--- config.mk ---
export PLATFORM = sky130hd
export DESIGN_NAME = pbdp_acc
export DESIGN_NICKNAME = d
export VERILOG_FILES = /design/src/rtl/dp_pkg.sv /design/src/rtl/dp_rst_sync.sv /design/src/rtl/dp_sat.sv /design/src/rtl/dp_lane.sv /design/src/rtl/pbdp_acc.sv
export SDC_FILE = /design/constraint.sdc
export NUM_CORES = 2
export LEC_CHECK = 0
export BUFFER_PORTS_ARGS = -buffer_cell sky130_fd_sc_hd__buf_2
export CORE_ASPECT_RATIO = 2
export CORE_MARGIN = 10
export CORE_UTILIZATION = 37
export CTS_BUF_LIST = sky130_fd_sc_hd__clkbuf_4 sky130_fd_sc_hd__clkbuf_8
export DETAILED_ROUTE_END_ITERATION = 8
export PLACE_DENSITY_LB_ADDON = 0.15
export SLEW_MARGIN = 0
export SYNTH_ARGS = -nofsm -noshare
export SYNTH_HDL_FRONTEND = slang
export SYNTH_HIERARCHICAL = 1
export SYNTH_SLANG_ARGS = --single-unit
--- constraint.sdc ---
create_clock -name clk -period 3.8 [get_ports clk]
set_input_delay 0 -clock clk [delete_from_list [all_inputs] [get_ports clk]]
set_output_delay 0 -clock clk [all_outputs]
set_load 0.02 [all_outputs]
--- src/rtl/dp_pkg.sv ---
package dp_pkg;
  // Operand signedness select codes
  typedef enum logic [1:0] {
    SEL_SS  = 2'b00,
    SEL_SU  = 2'b01,
    SEL_UU  = 2'b10,
    SEL_ALT = 2'b11
  } sgn_sel_e;

  // Bytes that feed one 32-bit lane
  localparam int unsigned GRP = 4;
endpackage

--- src/rtl/dp_rst_sync.sv ---
module dp_rst_sync (
  input  logic clk,
  input  logic rst_n,
  output logic rst_sync_n
);
  logic [1:0] sync_q;

  // Assert asynchronously, release after two clean edges
  always_ff @(posedge clk or negedge rst_n) begin
    if (!rst_n) sync_q <= '0;
    else        sync_q <= {sync_q[0], 1'b1};
  end

  assign rst_sync_n = sync_q[1];
endmodule

--- src/rtl/dp_sat.sv ---
module dp_sat #(
  parameter int unsigned ACC_W = 32,
  parameter int unsigned SUM_W = 35
) (
  input  logic [SUM_W-1:0] sum,
  input  logic             sat_en,
  input  logic             uns,
  output logic [ACC_W-1:0] res
);
  logic neg, s_hi, s_lo, u_hi;

  always_comb begin
    neg  = sum[SUM_W-1];
    // Signed range holds when bits above ACC_W-1 all match the sign bit
    s_hi = !neg && (sum[SUM_W-2:ACC_W-1] != '0);
    s_lo =  neg && (sum[SUM_W-2:ACC_W-1] != '1);
    // Unsigned range holds when nothing sits above bit ACC_W-1
    u_hi = !neg && (sum[SUM_W-2:ACC_W] != '0);

    if (!sat_en) begin
      res = sum[ACC_W-1:0];
    end else if (uns) begin
      if (u_hi)     res = '1;
      else if (neg) res = '0;
      else          res = sum[ACC_W-1:0];
    end else begin
      if (s_hi)      res = {1'b0, {(ACC_W-1){1'b1}}};
      else if (s_lo) res = {1'b1, {(ACC_W-1){1'b0}}};
      else           res = sum[ACC_W-1:0];
    end
  end
endmodule

--- src/rtl/dp_lane.sv ---
module dp_lane
  import dp_pkg::*;
#(
  parameter int unsigned BYTE_W = 8,
  parameter int unsigned ACC_W  = 32
) (
  input  logic [GRP*BYTE_W-1:0] a_grp,
  input  logic [GRP*BYTE_W-1:0] b_grp,
  input  logic [ACC_W-1:0]      acc,
  input  logic                  a_sgn,
  input  logic                  b_sgn,
  input  logic                  acc_uns,
  input  logic                  sat_en,
  output logic [ACC_W-1:0]      res
);
  localparam int unsigned EXT_W  = BYTE_W + 1;
  localparam int unsigned PROD_W = 2 * EXT_W;
  // Room for an unsigned accumulator, the sign and the grown product sum
  localparam int unsigned SUM_W  = ACC_W + 3;

  logic signed [PROD_W-1:0] prod [GRP];
  logic        [SUM_W-1:0]  sum;

  for (genvar g = 0; g < GRP; g++) begin : g_mul
    logic signed [EXT_W-1:0] ax, bx;
    assign ax = $signed({a_sgn & a_grp[g*BYTE_W+BYTE_W-1], a_grp[g*BYTE_W +: BYTE_W]});
    assign bx = $signed({b_sgn & b_grp[g*BYTE_W+BYTE_W-1], b_grp[g*BYTE_W +: BYTE_W]});
    assign prod[g] = ax * bx;
  end

  always_comb begin
    if (acc_uns) sum = {{(SUM_W-ACC_W){1'b0}}, acc};
    else         sum = {{(SUM_W-ACC_W){acc[ACC_W-1]}}, acc};
    for (int i = 0; i < GRP; i++) begin
      sum = sum + {{(SUM_W-PROD_W){prod[i][PROD_W-1]}}, prod[i]};
    end
  end

  dp_sat #(.ACC_W(ACC_W), .SUM_W(SUM_W)) u_sat (
    .sum    (sum),
    .sat_en (sat_en),
    .uns    (acc_uns),
    .res    (res)
  );
endmodule

--- src/rtl/pbdp_acc.sv ---
module pbdp_acc
  import dp_pkg::*;
#(
  parameter int unsigned LANES  = 4,
  parameter int unsigned BYTE_W = 8,
  parameter int unsigned ACC_W  = 32
) (
  input  logic                        clk,
  input  logic                        rst_n,
  input  logic                        in_vld,
  input  logic [1:0]                  sgn_sel,
  input  logic                        sat_en,
  input  logic [LANES*GRP*BYTE_W-1:0] opa,
  input  logic [LANES*GRP*BYTE_W-1:0] opb,
  input  logic [LANES*ACC_W-1:0]      acc_in,
  output logic                        out_vld,
  output logic [LANES*ACC_W-1:0]      out_data
);
  localparam int unsigned GRP_W = GRP * BYTE_W;
  localparam int unsigned OUT_W = LANES * ACC_W;

  logic             rst_sync_n;
  logic             a_sgn, b_sgn, acc_uns;
  logic [OUT_W-1:0] lane_res;
  logic [OUT_W-1:0] data_d, data_q;
  logic             vld_d, vld_q;
  sgn_sel_e         sel;

  dp_rst_sync u_rst_sync (
    .clk        (clk),
    .rst_n      (rst_n),
    .rst_sync_n (rst_sync_n)
  );

  // Mode decode
  always_comb begin
    sel     = sgn_sel_e'(sgn_sel);
    a_sgn   = (sel != SEL_UU);
    b_sgn   = (sel == SEL_SS) || (sel == SEL_ALT);
    acc_uns = (sel == SEL_UU);
  end

  for (genvar j = 0; j < LANES; j++) begin : g_lane
    dp_lane #(.BYTE_W(BYTE_W), .ACC_W(ACC_W)) u_lane (
      .a_grp   (opa[j*GRP_W +: GRP_W]),
      .b_grp   (opb[j*GRP_W +: GRP_W]),
      .acc     (acc_in[j*ACC_W +: ACC_W]),
      .a_sgn   (a_sgn),
      .b_sgn   (b_sgn),
      .acc_uns (acc_uns),
      .sat_en  (sat_en),
      .res     (lane_res[j*ACC_W +: ACC_W])
    );
  end

  // Next state: capture on strobe, hold otherwise
  always_comb begin
    vld_d  = in_vld;
    data_d = in_vld ? lane_res : data_q;
  end

  always_ff @(posedge clk or negedge rst_sync_n) begin
    if (!rst_sync_n) begin
      vld_q  <= 1'b0;
      data_q <= '0;
    end else begin
      vld_q  <= vld_d;
      data_q <= data_d;
    end
  end

  assign out_vld  = vld_q;
  assign out_data = data_q;
endmodule

# After elaboration in Yosys (flattened, before gate mapping)
# Index checks and enable logic that the tools add are counted.
# word_totals
regBits	131
in_bits	390
wordCells	128
# op_classes
n_addsub	16
multipliers	16
n_eq_ne	7
mux	28
bitwise_logic	32
n_reduce_logical	26
# op_table
cell	n
$mux W32	24
$add A35 B35 Y35	16
$mul A9 B9 Y18	16
$mux W35	4
$and A1 B1 Y1	32
$logic_and A1 B1 Y1	12
$ne A3 B3 Y1 const B	4
$reduce_bool A3 Y1	4
$reduce_bool A2 Y1	4
$eq A2 B2 Y1 const B	2
$logic_not A1 Y1	4
$logic_not A2 Y1	1
$ne A2 B2 Y1 const B	1
$logic_or A1 B1 Y1	1

# Logic depth before layout (Yosys ltp)
# depth
ltp_word	14
mapped_depth	43

# By module
# Netlist, hierarchy kept.
# by_module_without_submodules
module	instances	cells_per_inst	area_per_inst_um2	seq_area_each_um2
dp_lane at g_lane[1].u_lane ...	2	1858	16540.9	0.0
dp_lane at g_lane[0].u_lane	1	1839	16351.9	0.0
dp_lane at g_lane[3].u_lane	1	1806	16215.6	0.0
pbdp_acc	1	275	4879.7	3228.1
dp_sat	4	46	337.8	0.0
dp_rst_sync	1	3	53.8	50.0

# Worst setup path before layout
# Ideal clock, no wire load.
# synth_path
path_type	input to register
startpoint	input port sgn_sel[0]
endpoint	register data_q[100] (netlist: out_data[100])
arrival_ns	10.954
t_required_ns	3.675
path_slack_ns	-7.279
path_stages	43
path_buffers	3
path_cell_list	inv_1 > ha_1 > inv_1 > and2_1 > clkbuf_1 > nand2_1 > fa_1 > inv_1 > fa_1 > fa_1 > fa_1 > inv_1 > fa_1 > inv_1 > ha_1 > o21ai_0 > a21boi_0 > o21ai_0 > [7 not listed] > fa_1 > fa_1 > ha_1 > clkbuf_1 > a21o_1 > a21o_1 > a21oi_1 > nor2_1 > a211oi_1 > o31ai_2 > a31oi_1 > a21oi_1 > xnor2_1 > inv_1 > a311o_1 > buf_6 > a21o_1 > mux2_2
# synth_via
elab_cells_between_ends	35
classes_between	add/sub: 4; mul: 4; eq/ne: 4; mux: 7; bitwise: 8; reduce/logical: 8
# synth_lines
item	line	rtl
from (decl)	pbdp_acc.sv:11	input logic [1:0] sgn_sel,
$ne A2 B2 Y1 (*)	pbdp_acc.sv:38	a_sgn = (sel != SEL_UU);
net a_sgn	pbdp_acc.sv:23	logic a_sgn, b_sgn, acc_uns;
$and A1 B1 Y1	dp_lane.sv:26	assign ax = $signed({a_sgn & a_grp[g*BYTE_W+BYTE_W-1], a_grp[g*BYTE_W +: BYTE_W]});
$mul A9 B9 Y18	dp_lane.sv:28	assign prod[g] = ax * bx;
$add A35 B35 Y35 (3 in a row)	dp_lane.sv:35	sum = sum + {{(SUM_W-PROD_W){prod[i][PROD_W-1]}}, prod[i]};
$add A35 B35 Y35 (*)	dp_lane.sv:35	
net g_lane[3].u_lane.sum[34]	dp_lane.sv:22	logic [SUM_W-1:0] sum;
$logic_and A1 B1 Y1 or $logic_not A1 Y1 (tied branches)	dp_sat.sv:16, dp_sat.sv:15, dp_sat.sv:18	
$mux W32, or another cell as far along	dp_sat.sv:28	else if (s_lo) res = {1'b1, {(ACC_W-1){1'b0}}};
$mux W32 (on tied branches)	dp_sat.sv:27, dp_sat.sv:23	
$mux W32 (*)	dp_sat.sv:22	end else if (uns) begin
$mux W32 (*)	dp_sat.sv:20	if (!sat_en) begin
net lane_res[100]	pbdp_acc.sv:24	logic [OUT_W-1:0] lane_res;
to (signal assigned)	pbdp_acc.sv:68	data_q <= data_d;
to (decl)	pbdp_acc.sv:25	logic [OUT_W-1:0] data_d, data_q;
# Mark *: on every way through the listed nets, which the timed path passes. The rest lies on a longest branch.
# A chain may end at the register's enable or synchronous reset.

# Worst setup path after layout
# layout_path
startpoint	input port sgn_sel[0]
endpoint	register data_q[11] (netlist: out_data[11])
# layout_via
elab_chain_len	14
elab_cells_between_ends	35
classes_between	add/sub: 4; mul: 4; eq/ne: 4; mux: 7; bitwise: 8; reduce/logical: 8
# layout_lines
item	line	rtl
$eq A2 B2 Y1 or $logic_not A2 Y1 (tied branches)	pbdp_acc.sv:39	b_sgn = (sel == SEL_SS) || (sel == SEL_ALT);
$logic_or A1 B1 Y1 (*)	pbdp_acc.sv:39	
net b_sgn	pbdp_acc.sv:23	
$and A1 B1 Y1	dp_lane.sv:27	assign bx = $signed({b_sgn & b_grp[g*BYTE_W+BYTE_W-1], b_grp[g*BYTE_W +: BYTE_W]});
$mul A9 B9 Y18	dp_lane.sv:28	
$add A35 B35 Y35 (3 in a row)	dp_lane.sv:35	
$add A35 B35 Y35 (*)	dp_lane.sv:35	
net g_lane[0].u_lane.sum[31]	dp_lane.sv:22	
$ne A3 B3 Y1	dp_sat.sv:16	s_lo = neg && (sum[SUM_W-2:ACC_W-1] != '1);
$logic_and A1 B1 Y1	dp_sat.sv:16	
$mux W32	dp_sat.sv:28	
$mux W32 (*)	dp_sat.sv:27	if (s_hi) res = {1'b0, {(ACC_W-1){1'b1}}};
$mux W32 (*)	dp_sat.sv:22	
$mux W32 (*)	dp_sat.sv:20	
net lane_res[11]	pbdp_acc.sv:24	
# Marks and branches as above.

==> metrics <==
Slew @ Worst Pin 0.876 ns; crit-path most repeated cell fa_1; Placement Cell Area slightly below 0.09 mm2; Clk Latency, worst-skew pair 0.65 ns; Syn Std Cell Area 0.0719 mm2; Seq/Total Area, Yosys approximately 4.6%; initial antenna violation count between 60 and 70; setup violators final 128; FF+latch count, synth 131; Final Skew 0.0328 ns; critical path's largest stage delay 0.55 ns; DR vias/cell around 4.8; drt pass-1 iters 7; top cell type's share of synthesized area 42.3%; violated checks negative setup slack; port buffer count 518; DIE AREA 0.214 mm2; CTS buffer count 17; first-iteration detailed-routing DRC count 2192; starting density of the core a little under two fifths; GRT Util Overall a little under a quarter; RSZ-0062 raised after global routing yes; final core occ 47.5%; crit end category register; Tcrit/Tclk final 241%; critical path class in2reg; P&R area growth vs syn 27.5%; HPWL Detailed 216 mm; Root Buffer clkbuf_8; total grt overflow 0; Rel. slew slack 41.6%; Hold Worst Slack 0.173 ns; Vias 59300; HP Class in2reg; vias in the first global route 67400; Hold Fails Final Rpt 0; ys async rst share 100%; CTS tree done; FILL cells 19000; core box area 0.193 mm2; Clock Pin Slew Worst Setup and Hold Paths 0.11 ns; share of layout cells above drive strength 1 27.2%; max frequency 109 MHz; CP max-delay cell fa_1; fin crit period 9.17 ns; final RePlAce weighted congestion approximately 0.97; count leader, synth inv_1; clock tree buffer depth 2; Yosys top cell by area fa_1; top-level port count 519; post-synthesis cell count just under 8000; Mean Syn Cell Area 9.20 um2; WP data arrival 9.68 ns; post-synth cell types 88; Synth top cells by count inv_1 (1903), fa_1 (1520), ha_1 (750); H-tree depth 4; routed length per instance ~19 um; Ys Warns 6; # DRC 0; CTS sink cnt between 100 and 150; largest net degree at the start of global routing 68; Critical Path Start Type input port; DRT Wirelength about 240 mm; Most used DFF post-synth dfrtp_1; Layout Nets 12400; Max Cap Viol 0; Final Instance Area a little over 0.09 mm2; status finished, violations left; overall die height between 600 and 700 um; Die X-Extent 332 um; CP Data Required Time 4.31 ns; Synth Net Count ~10000; Detail Route Antenna Nets 0; maximum fanout along the worst path 9; Rows ~230; final worst slack -5.37 ns; first-pass GRT wire length 372 mm; top post-synthesis cells by area fa_1 (42%), ha_1 (13%), inv_1 (9.9%); Slew Limit Fails 0; EDFF count, synth 0
[critical path, delay by kind of cell]
family          cells  cell delay [ns]
buf+inv            11             1.04
xor+xnor            2             0.35
compound gates      7             1.57
mux                 1             0.25
fa+ha+maj          11             4.70
simple gates        7             1.74
[sequential cells by signal (all words and copies together) (netlist names)]
register           count
out_data             128
u_rst_sync/sync_q      2
out_vld                1
[stage by stage]
step                      setup WS, ns  TNS (ns)  std cells
after CTS                        -5.34   -669.93      12300
after floorplan                  -5.49   -699.31       7823
after global placement           -6.41   -805.88      12200
after detailed placement         -6.53   -820.06      12200
after global routing             -5.62   -707.68      12300
final                            -5.37   -664.94      12400
[final timing paths]
kind | startpoint | to | slack [ns] | cells past startpoint
setup / recovery | sgn_sel[0] | out_data[11] | -5.37 | 39
hold / removal | acc_in[32] | out_data[32] | 0.17 | 6
setup reg to reg | u_rst_sync/sync_q[1] | out_data[98] | 2.39 | 1
hold reg to reg | u_rst_sync/sync_q[1] | out_data[24] | 0.30 | 0
max in group asynchronous | u_rst_sync/sync_q[1] | out_data[98] | 2.39 | 1
min in group asynchronous | rst_n | u_rst_sync/sync_q[1] | 0.22 | 3
[what timing repair did]
item	4_1_cts	5_1_grt
gates cloned	7	0
hold buffers	3	0
endpoints found under the setup margin	128	128
pin swaps	93	48
buffers inserted	44	2
gates resized for setup	175	77
hold endpoints to repair	23	0
[layout make-up]
class,count,area (um2),share of cell area (%)
Tap cell,2530,3170,3.45
Timing Repair Buffer,2141,15700,17.1
Inverter,1903,7160,7.80
Sequential cell,131,3280,3.58
Antenna cell,27,67.6,0.0736
Multi-Input combinational cell,5589,62000,67.6
Clock inverter,13,136,0.149
Clock buffer,19,255,0.278
[layer usage]
layer,track usage (%),part of all wire (%),vias to the layer above
met1,22.1,33,29900
met5,0,0.073,-
li1,-,-,27700
met2,45.0,56,1155
met3,3.38,4.4,410
met4,10.9,5.9,28
[cells by family after synthesis]
logic type	count (synthesis)	synth area share, %
AO/OA/AOI/OAI	881	8.47
other	1	0.00521
adder cells (fa/ha/maj)	2270	55.3
multiplexers	132	2.06
buffers and inverters	2103	11.4
XOR/XNOR	413	5.03
AND/OR/NAND/NOR	1892	13.2
flip-flops	131	4.56
[cells in the final DEF, fill, tap and decap left out, drive strengths merged, types with 16 or more instances in the layout]
master,n
a21boi,16
mux2,128
diode,27
o21a,48
buf,2136
clkbuf,19
o31ai,21
xor2,112
or3,18
inv,1911
a21o,192
o21ai,160
and3,58
or2,100
nor2,173
ha,750
xnor2,301
nor2b,43
dfrtp,131
a211oi,21
nor3,38
a21oi,269
and2,575
nand2b,49
fa,1520
o211ai,29
nand2,712
nand3,94
Power is not shown: default switching activity piles up to over one toggle a cycle in this logic, so the estimate is an artifact.
